**config.mk**
```make
export PLATFORM = sky130hd
export DESIGN_NAME = nb_burst_seq
export DESIGN_NICKNAME = d
export VERILOG_FILES = /design/src/rtl/nb_burst_seq_pkg.sv /design/src/rtl/nbs_piece_plan.sv /design/src/rtl/nbs_beat_enc.sv /design/src/rtl/nbs_seq_ctrl.sv /design/src/rtl/nb_burst_seq.sv
export SDC_FILE = /design/constraint.sdc
export NUM_CORES = 1
export LEC_CHECK = 0
export BUFFER_PORTS_ARGS = -buffer_cell sky130_fd_sc_hd__buf_2
export CAP_MARGIN = 25
export CELL_PAD_IN_SITES_DETAIL_PLACEMENT = 2
export CELL_PAD_IN_SITES_GLOBAL_PLACEMENT = 2
export CORE_UTILIZATION = 32
export CTS_BUF_LIST = sky130_fd_sc_hd__clkbuf_16
export DETAILED_ROUTE_END_ITERATION = 6
export PLACE_DENSITY = 0.87
export RECOVER_POWER = 50
export SLEW_MARGIN = 40
export SYNTH_ARGS = -nofsm -noshare
export SYNTH_HDL_FRONTEND = slang
export SYNTH_HIERARCHICAL = 1
export SYNTH_SLANG_ARGS = --single-unit
```
**constraint.sdc**
```tcl
create_clock -name clk_i -period 5.2 [get_ports clk_i]
set_input_delay 0.52 -clock clk_i [delete_from_list [all_inputs] [get_ports clk_i]]
set_output_delay 0.52 -clock clk_i [all_outputs]
set_load 0.01 [all_outputs]
```
**src/rtl/nb_burst_seq_pkg.sv**
```systemverilog
package nb_burst_seq_pkg;
  localparam int unsigned DW_BYTES = 4;

  typedef enum logic [1:0] {
    KIND_MEM_WR = 2'd0,
    KIND_IO_RD  = 2'd1,
    KIND_IO_WR  = 2'd2
  } xfer_kind_e;

  typedef enum logic [1:0] {
    ST_IDLE = 2'd0,
    ST_ADDR = 2'd1,
    ST_DATA = 2'd2
  } seq_state_e;
endpackage

```
**src/rtl/nbs_piece_plan.sv**
```systemverilog
module nbs_piece_plan #(
  parameter int unsigned ADDR_W = 32,
  parameter int unsigned LEN_W  = 4
) (
  input  logic [ADDR_W-1:0] cur_addr_i,
  input  logic [LEN_W-1:0]  remain_i,
  output logic [3:0]        mask_o,
  output logic              last_piece_o,
  output logic [ADDR_W-1:0] next_addr_o,
  output logic [LEN_W-1:0]  next_remain_o
);
  localparam int unsigned OFF_W = 2;

  logic [OFF_W-1:0] off;
  logic [2:0]       room;
  logic [2:0]       nbytes;

  always_comb begin
    off    = cur_addr_i[OFF_W-1:0];
    room   = 3'd4 - {1'b0, off};
    nbytes = (remain_i < LEN_W'(room)) ? remain_i[2:0] : room;
    for (int i = 0; i < 4; i++) begin
      mask_o[i] = (i >= int'(off)) && (i < int'(off) + int'(nbytes));
    end
    last_piece_o  = (remain_i == LEN_W'(nbytes));
    next_remain_o = remain_i - LEN_W'(nbytes);
    next_addr_o   = {cur_addr_i[ADDR_W-1:OFF_W] + 1'b1, {OFF_W{1'b0}}};
  end
endmodule

```
**src/rtl/nbs_beat_enc.sv**
```systemverilog
module nbs_beat_enc (
  input  logic [3:0] mask_i,
  input  logic       beat_hi_i,
  output logic [3:0] be_n_o,
  output logic [1:0] lo_addr_o,
  output logic       blast_n_o,
  output logic       burstable_o
);
  always_comb begin
    burstable_o = (|mask_i[1:0]) && (|mask_i[3:2]);
    if (beat_hi_i) begin
      be_n_o    = ~(mask_i & 4'b1100);
      lo_addr_o = 2'd2;
      blast_n_o = 1'b0;
    end else begin
      be_n_o    = ~mask_i;
      blast_n_o = burstable_o;
      lo_addr_o = 2'd0;
      for (int i = 3; i >= 0; i--) begin
        if (mask_i[i]) lo_addr_o = 2'(i);
      end
    end
  end
endmodule

```
**src/rtl/nbs_seq_ctrl.sv**
```systemverilog
module nbs_seq_ctrl
  import nb_burst_seq_pkg::*;
#(
  parameter int unsigned ADDR_W = 32,
  parameter int unsigned LEN_W  = 4
) (
  input  logic              clk_i,
  input  logic              rst_ni,
  input  logic              req_i,
  input  logic [ADDR_W-1:0] addr_i,
  input  logic [LEN_W-1:0]  len_i,
  input  logic [1:0]        kind_i,
  input  logic              rdy_ni,
  input  logic              brdy_ni,
  input  logic              burstable_i,
  input  logic              last_piece_i,
  input  logic [ADDR_W-1:0] next_addr_i,
  input  logic [LEN_W-1:0]  next_remain_i,
  output logic              idle_o,
  output logic              addr_ph_o,
  output logic              data_ph_o,
  output logic              beat_hi_o,
  output logic [ADDR_W-1:0] cur_addr_o,
  output logic [LEN_W-1:0]  remain_o,
  output logic [1:0]        kind_o,
  output logic              done_o
);
  seq_state_e state_q;
  logic       beat_hi_q;
  logic       done_q;
  logic [ADDR_W-1:0] cur_addr_q;
  logic [LEN_W-1:0]  remain_q;
  logic [1:0]        kind_q;
  logic              beat_end;

  assign beat_end = !rdy_ni || !brdy_ni;

  always_ff @(posedge clk_i or negedge rst_ni) begin
    if (!rst_ni) begin
      state_q    <= ST_IDLE;
      beat_hi_q  <= 1'b0;
      done_q     <= 1'b0;
      cur_addr_q <= '0;
      remain_q   <= '0;
      kind_q     <= 2'd0;
    end else begin
      done_q <= 1'b0;
      unique case (state_q)
        ST_IDLE: begin
          if (req_i) begin
            if (len_i == '0) begin
              done_q <= 1'b1;
            end else begin
              cur_addr_q <= addr_i;
              remain_q   <= len_i;
              kind_q     <= kind_i;
              beat_hi_q  <= 1'b0;
              state_q    <= ST_ADDR;
            end
          end
        end
        ST_ADDR: state_q <= ST_DATA;
        ST_DATA: begin
          if (beat_end) begin
            if (burstable_i && !beat_hi_q) begin
              // burst ready keeps the burst; normal ready forces a new cycle
              beat_hi_q <= 1'b1;
              state_q   <= !brdy_ni ? ST_DATA : ST_ADDR;
            end else begin
              beat_hi_q <= 1'b0;
              if (last_piece_i) begin
                state_q  <= ST_IDLE;
                done_q   <= 1'b1;
                remain_q <= '0;
              end else begin
                cur_addr_q <= next_addr_i;
                remain_q   <= next_remain_i;
                state_q    <= ST_ADDR;
              end
            end
          end
        end
        default: state_q <= ST_IDLE;
      endcase
    end
  end

  assign idle_o     = (state_q == ST_IDLE);
  assign addr_ph_o  = (state_q == ST_ADDR);
  assign data_ph_o  = (state_q == ST_DATA);
  assign beat_hi_o  = beat_hi_q;
  assign cur_addr_o = cur_addr_q;
  assign remain_o   = remain_q;
  assign kind_o     = kind_q;
  assign done_o     = done_q;

  AST_ADDR_TO_DATA: assert property (@(posedge clk_i) disable iff (!rst_ni)
    (state_q == ST_ADDR) |=> (state_q == ST_DATA) && $stable(cur_addr_q));
  AST_HI_NEEDS_BURST: assert property (@(posedge clk_i) disable iff (!rst_ni)
    (data_ph_o && beat_hi_q) |-> burstable_i);
endmodule

```
**src/rtl/nb_burst_seq.sv**
```systemverilog
module nb_burst_seq
  import nb_burst_seq_pkg::*;
#(
  parameter int unsigned ADDR_W = 32,
  parameter int unsigned LEN_W  = 4
) (
  input  logic              clk_i,
  input  logic              rst_ni,
  input  logic              req_i,
  input  logic [ADDR_W-1:0] addr_i,
  input  logic [LEN_W-1:0]  len_i,
  input  logic [1:0]        kind_i,
  output logic              ack_o,
  output logic              done_o,
  input  logic              rdy_ni,
  input  logic              brdy_ni,
  output logic              ads_no,
  output logic [ADDR_W-1:0] addr_o,
  output logic [3:0]        be_no_o,
  output logic              blast_no_o,
  output logic              mio_o,
  output logic              wr_o,
  output logic              dc_o
);
  logic              idle, addr_ph, data_ph, beat_hi;
  logic [ADDR_W-1:0] cur_addr, next_addr;
  logic [LEN_W-1:0]  remain, next_remain;
  logic [1:0]        kind_q;
  logic [3:0]        mask, be_n;
  logic [1:0]        lo_addr;
  logic              blast_n, burstable, last_piece;

  nbs_piece_plan #(.ADDR_W(ADDR_W), .LEN_W(LEN_W)) u_plan (
    .cur_addr_i    (cur_addr),
    .remain_i      (remain),
    .mask_o        (mask),
    .last_piece_o  (last_piece),
    .next_addr_o   (next_addr),
    .next_remain_o (next_remain)
  );

  nbs_beat_enc u_enc (
    .mask_i      (mask),
    .beat_hi_i   (beat_hi),
    .be_n_o      (be_n),
    .lo_addr_o   (lo_addr),
    .blast_n_o   (blast_n),
    .burstable_o (burstable)
  );

  nbs_seq_ctrl #(.ADDR_W(ADDR_W), .LEN_W(LEN_W)) u_ctrl (
    .clk_i         (clk_i),
    .rst_ni        (rst_ni),
    .req_i         (req_i),
    .addr_i        (addr_i),
    .len_i         (len_i),
    .kind_i        (kind_i),
    .rdy_ni        (rdy_ni),
    .brdy_ni       (brdy_ni),
    .burstable_i   (burstable),
    .last_piece_i  (last_piece),
    .next_addr_i   (next_addr),
    .next_remain_i (next_remain),
    .idle_o        (idle),
    .addr_ph_o     (addr_ph),
    .data_ph_o     (data_ph),
    .beat_hi_o     (beat_hi),
    .cur_addr_o    (cur_addr),
    .remain_o      (remain),
    .kind_o        (kind_q),
    .done_o        (done_o)
  );

  assign ack_o      = req_i && idle;
  assign ads_no     = !addr_ph;
  assign addr_o     = {cur_addr[ADDR_W-1:2], lo_addr};
  assign be_no_o    = idle ? 4'hF : be_n;
  assign blast_no_o = idle ? 1'b1 : blast_n;
  assign mio_o      = (kind_q == KIND_MEM_WR);
  assign wr_o       = (kind_q != KIND_IO_RD);
  assign dc_o       = 1'b1;

  AST_ADS_PULSE: assert property (@(posedge clk_i) disable iff (!rst_ni)
    !ads_no |=> ads_no);
  AST_WAIT_HOLD: assert property (@(posedge clk_i) disable iff (!rst_ni)
    (data_ph && rdy_ni && brdy_ni) |=> ($stable(be_no_o) && $stable(addr_o) && ads_no));
  AST_BURST_FIXED: assert property (@(posedge clk_i) disable iff (!rst_ni)
    (data_ph && blast_no_o && !brdy_ni) |=>
      (ads_no && !blast_no_o && $stable(addr_o[ADDR_W-1:2]) && $stable(mio_o) && $stable(wr_o)));
  AST_SPLIT_ADS: assert property (@(posedge clk_i) disable iff (!rst_ni)
    (data_ph && blast_no_o && brdy_ni && !rdy_ni) |=> (!ads_no && !blast_no_o));
  AST_DONE_PULSE: assert property (@(posedge clk_i) disable iff (!rst_ni)
    done_o |=> !done_o);
  AST_ACK_START: assert property (@(posedge clk_i) disable iff (!rst_ni)
    (ack_o && len_i != '0) |=> !ads_no);
endmodule

```
==> results.py, run 1 <==
metrics = {
    "status": {
        "outcome": "finished with violations",
        "failed_checks": "capacitance limit, slew limit",
    },
    "clock_tree": {
        "clock_path_buffers": 2,
        "cts-htree-levels": 2,
        "clock_latency_ps": 290,
        "cts_buffers": 5,
        "cts_resized": 0,
        "path_clk_slew_ps": 60,
        "cts_hold_buf": 0,
        "cts.sinks": 42,
        "root_buffer": "clkbuf_16",
        "cts_setup_buffers": 0,
        "cts_tree": "done",
    },
    "grt": {
        "grt.total_usage_pct": 19.5,
        "grt_max_degree": 43,
        "grt-ovfl-total": 0,
        "antenna_found_initial": 0,
        "grt_pass1_vias": 3326,
        "grt_pass1_wl_um": 17000,
    },
    "layout": {
        "nNetsFinal": 503,
        "num_antenna_cells": 0,
        "area_growth_pct": 17.7,
        "fill_cells": 1158,
        "utilization_pct": 39.5,
        "drive_gt1_share_pct": 27.7,
    },
    "route": {
        "drc": 0,
        "firstDrtPassIters": 4,
        "routed_wl_um": 10200,
        "vias_per_cell": 4.97,
        "postRouteAntennaNets": 0,
        "drt_iter0_markers": 80,
        "wl_per_cell_um": 17.5,
        "routed-via-count": 2885,
    },
    "sta": {
        "maxSlewViolCount": 43,
        "clock_skew_ps": 8.01,
        "fin_crit_sh_pct": 89.3,
        "relSlewSlack_pct": -64.1,
        "rsz0062_at_grt": "false",
        "fin_tns_setup_ps": 0,
        "fmax_mhz": 215,
        "worst_pin_slew_ps": 2460,
        "setup_viol": 0,
        "period_minus_slack_ps": 4640,
        "finalHoldViolations": 0,
    },
    "critical_path": {
        "r2r-end": "u_ctrl/cur_addr_o[20]",
        "worstPathRequired_ps": 4680,
        "cp_slowest_cell": "dfrtp_1",
        "crit_path_cell_trace": "inv_1, ha_1, inv_1, ha_1, a211oi_2, o21ai_2, o21ai_0, ha_1, inv_1, fa_1, a211oi_1, mux2_4, a31oi_1, o22a_1, and2_1, or2_1, buf_2",
        "crit_fanout": 4,
        "rr_worst_depth": 17,
        "cp-end-kind": "primary output",
        "path_buf_inv": 4,
        "r2r_setup_slack_ps": 560,
        "max_stage_delay_ps": 420,
        "critPathLaunchType": "flop",
        "path_class": "flop to primary output",
        "cp.arrival_ps": 4120,
        "r2r-start": "u_ctrl/cur_addr_o[1]",
        "cp_top_family": "compound AO/OA/AOI/OAI gates",
    },
    "place": {
        "numPortBuffers": 84,
        "dp_hpwl_um": 7340,
        "routabilityCongestion": 0.780,
    },
    "synth": {
        "synth_common_cells": "117 x nand2_1, 42 x dfrtp_1, 31 x mux2_4",
        "synth_flop_cell": "dfrtp_1",
        "yosysTopAreaCellShare_pct": 31.4,
        "synth.most_common_cell": "nand2_1",
        "syn_area_um2": 3350,
        "syn_area_per_cell_um2": 9.09,
        "synth.distinct_cells": 55,
        "synth_top_cell_by_area": "dfrtp_1",
        "ys_seq_area_share_pct": 31.4,
        "synth_edf_count": 0,
        "synthTopCellsByArea": "dfrtp_1 31%, mux2_4 14%, nand2_1 13%, xnor2_1 5.8%, ha_1 4.1%",
        "ys_seq_elements": 42,
        "yosys_warnings": 6,
        "synth_cells": 368,
        "ys_async_sr_fraction_pct": 100,
    },
    "die": {
        "core_um2": 9950,
        "die_w_um": 104,
        "num_io_pins": 86,
        "rows": 36,
        "die_h_um": 104,
        "start_util_pct": 33.6,
        "dieArea_um2": 10900,
    },
    "power_and_ir_drop": {
        "ir_drop_uv": 294,
        "p_leak_nw": 1.96,
        "power.density_nw_per_um2": 824,
    },
    "flow_run": {
        "cap_viol_max_count": 1,
    },
    "min_path": {
        "whs_path_depth": 2,
        "hp-class": "primary input to flop",
        "min_from": "kind_i[1]",
        "min_to": "u_ctrl/kind_o[1]",
    },
}
## layout make-up
cell class,instances,area (um2),area share [%]
Clock inverter,3,12.5,0.318
Multi-Input combinational cell,296,2100,53.5
Sequential cell,42,1050,26.7
Clock buffer,5,125,3.18
Inverter,17,76.3,1.94
Tap cell,133,166,4.23
Timing Repair Buffer,85,400,10.2
## registers in the layout (all words and copies together), names as in the netlist
| register | count |
|---|---|
| u_ctrl/state_q | 2 |
| u_ctrl/cur_addr_o | 32 |
| u_ctrl/kind_o | 2 |
| u_ctrl/remain_o | 4 |
| u_ctrl/done_o | 1 |
| u_ctrl/beat_hi_o | 1 |
## worst register-to-register path, stage by stage, from the launching register on
cell and delay [ps]:
dfrtp_1 420, inv_1 170, ha_1 190, inv_1 60, ha_1 300, a211oi_2 240
o21ai_2 120, o21ai_0 260, ha_1 240, inv_1 70, fa_1 390, a211oi_1 250
mux2_4 220, a31oi_1 160, o22a_1 270, and2b_1 190, o31a_4 570, mux2_4 400
## per-stage QoR
step	hold slack, ps	total power [mW]	std cells	cell area (um2)	setup WS, ps
3_3_place_gp	472	2.81	573	3830	855
2_1_floorplan	224	2.37	369	3350	1150
6_report	459	3.24	581	3940	555
4_1_cts	253	3.30	581	3970	524
5_1_grt	466	3.50	581	3940	307
3_5_place_dp	493	2.95	573	3830	603
## layout by cell type, fill, tap and decap left out, types with 2 or more instances in the layout
cell type / netlist / layout
a21oi_1: 8 / 8
nor2_1: 6 / 6
dfrtp_1: 42 / 42
ha_1: 11 / 11
mux2_2: 5 / 5
and2_2: 2 / 2
nand2_2: 2 / 2
nand2b_1: 4 / 3
fa_1: 2 / 2
clkbuf_16: 0 / 5
xnor2_1: 22 / 22
o21ai_0: 5 / 5
clkbuf_1: 7 / 22
and2_1: 2 / 2
o21a_1: 2 / 2
mux2i_1: 2 / 2
nor3b_1: 5 / 5
or2_1: 5 / 5
nor4_4: 2 / 2
nand3_1: 13 / 13
inv_1: 16 / 17
xor2_1: 8 / 8
nor2b_1: 3 / 3
conb_1: 2 / 3
and3_1: 4 / 4
buf_2: 0 / 62
nand2_1: 117 / 117
mux2_4: 31 / 31
nand4_1: 8 / 8
## layer usage
layer  global-route usage, %  wire [um]  share of wire (%)  vias to the layer above
li1                        -          -                  -                     1372
met1                    22.8       4310                 42                     1442
met2                    36.6       5400                 53                       56
met3                    2.57        274                2.7                       15
met4                    5.92        172                1.7                        0
met5                       0          0                  0                        -
## cell families (layout without fill, tap and decap cells)
kind of cell | Yosys count | after routing | share of synthesized area, %
buffers and inverters | 31 | 110 | 5.87
flip-flops | 42 | 42 | 31.4
other | 2 | 3 | 0.224
AO/OA/AOI/OAI | 26 | 26 | 5.42
AND/OR/NAND/NOR | 186 | 186 | 27.7
multiplexers | 38 | 38 | 16.2
XOR/XNOR | 30 | 30 | 7.85
adder cells (fa/ha/maj) | 13 | 13 | 5.31
## where the power goes
| part | switching, mW | internal [mW] | leakage (nW) |
|---|---|---|---|
| registers | 0.281 | 0.497 | 0.506 |
| logic | 1.13 | 1.03 | 1.38 |
| clock network | 0.137 | 0.174 | 0.0724 |
| total | 1.55 | 1.70 | 1.96 |
## worst max-delay path by stage
stage                    startpoint  slack [ps]                    end  cells past startpoint
2_1_floorplan  u_ctrl/cur_addr_o[1]        1150   u_ctrl/cur_addr_o[0]                     18
6_report       u_ctrl/cur_addr_o[1]         560             blast_no_o                     17
3_3_place_gp   u_ctrl/cur_addr_o[1]         850  u_ctrl/cur_addr_o[17]                     16
4_1_cts        u_ctrl/cur_addr_o[1]         520             blast_no_o                     17
3_5_place_dp   u_ctrl/cur_addr_o[1]         600  u_ctrl/cur_addr_o[20]                     17
5_1_grt        u_ctrl/cur_addr_o[1]         310             blast_no_o                     17
No activity file was read; power rests on OpenSTA's default activity.
==> run 2, diff against run 1 <==
CORE_ASPECT_RATIO = 1.75   (was not set)
REMOVE_ABC_BUFFERS = 1   (was not set)
clock period = 4.7 ns   (was 5.2 ns; I/O delays follow)
==> run 2 against run 1 <==
The flow still finishes with violations (capacitance limit, slew limit); global-route usage up 0.24 points; count of clock-buffer cells in the layout stayed put; flip-flop and latch count unchanged; die area is 0.15% higher; setup slack worse by 360 ps; combinational power rose by 18%; via count grew 2.3%; utilization fell by 0.49 points; clock power up 27%; design area is 1.6% higher; critical endpoint unchanged; largest cell class unchanged.
==> results.py, run 2 (synthesized netlist as in run 1, its figures left out) <==
metrics = {
    "status": {
        "outcome": "finished with violations",
        "failed_checks": "capacitance limit, slew limit",
    },
    "sta": {
        "fin_crit_sh_pct": 95.9,
        "maxSlewViolCount": 43,
        "hold-worst-slack_ps": 428,
        "clock_skew_ps": 5.16,
        "setup_viol": 0,
        "relSlewSlack_pct": -60.6,
        "fmax_mhz": 222,
        "period_minus_slack_ps": 4510,
        "worst_pin_slew_ps": 2410,
        "finalHoldViolations": 0,
    },
    "layout": {
        "num_antenna_cells": 0,
        "final_common_cell": "nand2_1",
        "drive_gt1_share_pct": 29.0,
        "utilization_pct": 39.1,
        "area_growth_pct": 19.5,
        "final_cell_mix": "117 x nand2_1, 63 x buf_2, 42 x dfrtp_1",
        "final_cell_area_um2": 4000,
        "final_cells": 576,
        "nNetsFinal": 505,
        "largest_reg_flops": 32,
    },
    "min_path": {
        "hp-class": "primary input to flop",
    },
    "power_and_ir_drop": {
        "p_leak_nw": 1.98,
        "ir_drop_uv": 412,
        "power.density_nw_per_um2": 949,
        "power.total_mw": 3.80,
    },
    "clock_tree": {
        "clock_path_buffers": 2,
        "cts.sinks": 42,
        "cts_buffers": 5,
        "root_buffer": "clkbuf_16",
        "clock_latency_ps": 290,
        "cts-htree-levels": 2,
        "cts_tree": "done",
        "cts_hold_buf": 0,
        "path_clk_slew_ps": 60,
    },
    "die": {
        "core_um2": 10200,
        "dieArea_um2": 10900,
        "die_h_um": 137,
        "rows": 49,
        "start_util_pct": 32.7,
        "die_w_um": 79.3,
        "num_io_pins": 86,
    },
    "grt": {
        "grt.total_usage_pct": 19.7,
        "grt_max_degree": 43,
        "antenna_found_initial": 0,
        "grt-ovfl-total": 0,
        "grt_pass1_vias": 3293,
        "grt_pass1_wl_um": 16400,
    },
    "critical_path": {
        "max_stage_delay_ps": 450,
        "path_class": "flop to primary output",
        "cp_top_family": "compound AO/OA/AOI/OAI gates",
        "crit_fanout": 4,
        "cp-end-kind": "primary output",
        "cp_slowest_cell": "fa_1",
        "crit_path_cell_trace": "inv_2, ha_1, inv_1, ha_1, a211oi_2, o21ai_4, mux2_2, inv_1, fa_1, a211oi_1, mux2_4, a31oi_2, o22a_1, and2_1, or2_1, buf_2",
        "critPathLaunchType": "flop",
        "worstPathRequired_ps": 4230,
        "cp.arrival_ps": 4040,
        "path_buf_inv": 4,
        "r2r_setup_slack_ps": 250,
    },
    "route": {
        "postRouteAntennaNets": 0,
        "routed-via-count": 2950,
        "drt_iter0_markers": 72,
        "drc": 0,
        "routed_wl_um": 10600,
        "firstDrtPassIters": 4,
        "vias_per_cell": 5.12,
        "wl_per_cell_um": 18.5,
    },
    "place": {
        "dp_hpwl_um": 7780,
        "routabilityCongestion": 0.878,
        "numPortBuffers": 84,
        "place_area_um2": 3830,
        "post-place-cells": 568,
    },
    "flow_run": {
        "cap_viol_max_count": 1,
    },
}
[run 2: per-layer routing]
metal  GRT usage, %  vias to the layer above  share of wire (%)
met1           19.8                     1483                 37
met3           2.72                       21                3.1
met2           39.2                       71                 57
met4           8.48                        0                3.0
met5              0                        -                  0
li1               -                     1375                  -
[run 2: worst paths after layout]
path / from / end / cells past startpoint
max: u_ctrl/cur_addr_o[1] / blast_no_o / 16
min: kind_i[1] / u_ctrl/kind_o[1] / 2
max reg2reg: u_ctrl/cur_addr_o[1] / u_ctrl/cur_addr_o[16] / 15
min reg2reg: u_ctrl/state_q[0] / u_ctrl/state_q[0] / 1
max in group asynchronous: rst_ni / u_ctrl/cur_addr_o[30] / 1
min in group asynchronous: rst_ni / u_ctrl/remain_o[0] / 1
[run 2: metrics by stage]
step	setup TNS (ps)	setup WS [ps]
6_report	0	191
5_1_grt	-18.6	-18.6
4_1_cts	0	56.4
3_5_place_dp	-413	-18.5
3_3_place_gp	0	315
2_1_floorplan	0	606
[run 2: worst reg2reg max path, stage by stage (launching register included)]
cell	delay (ps)
dfrtp_1	420
inv_2	120
ha_1	200
inv_1	80
ha_1	330
nand2_1	130
o21ai_4	230
mux2_2	390
inv_1	220
fa_1	510
nand2b_1	170
a21oi_1	310
o22a_1	210
and2b_1	280
o31a_4	380
mux2_2	390
[run 2: final cells by class]
type | instances | area [um2]
Clock inverter | 2 | 33.8
Multi-Input combinational cell | 297 | 2140
Timing Repair Buffer | 86 | 409
Fill cell | 1217 | 6240
Inverter | 17 | 76.3
Clock buffer | 5 | 125
Sequential cell | 42 | 1050
Tap cell | 127 | 159
[run 2: power breakdown]
part	switching [mW]	internal [mW]	total, mW
clock network	0.148	0.246	0.394
registers	0.300	0.550	0.850
logic	1.37	1.18	2.55
total	1.82	1.97	3.80
[run 2: what timing repair did]
action | CTS | global route
gates resized for setup | 1 | 5
setup buffers | 0 | 0
gates cloned | 0 | 1
pin swaps | 1 | 1
endpoints found under the setup margin | 33 | 33
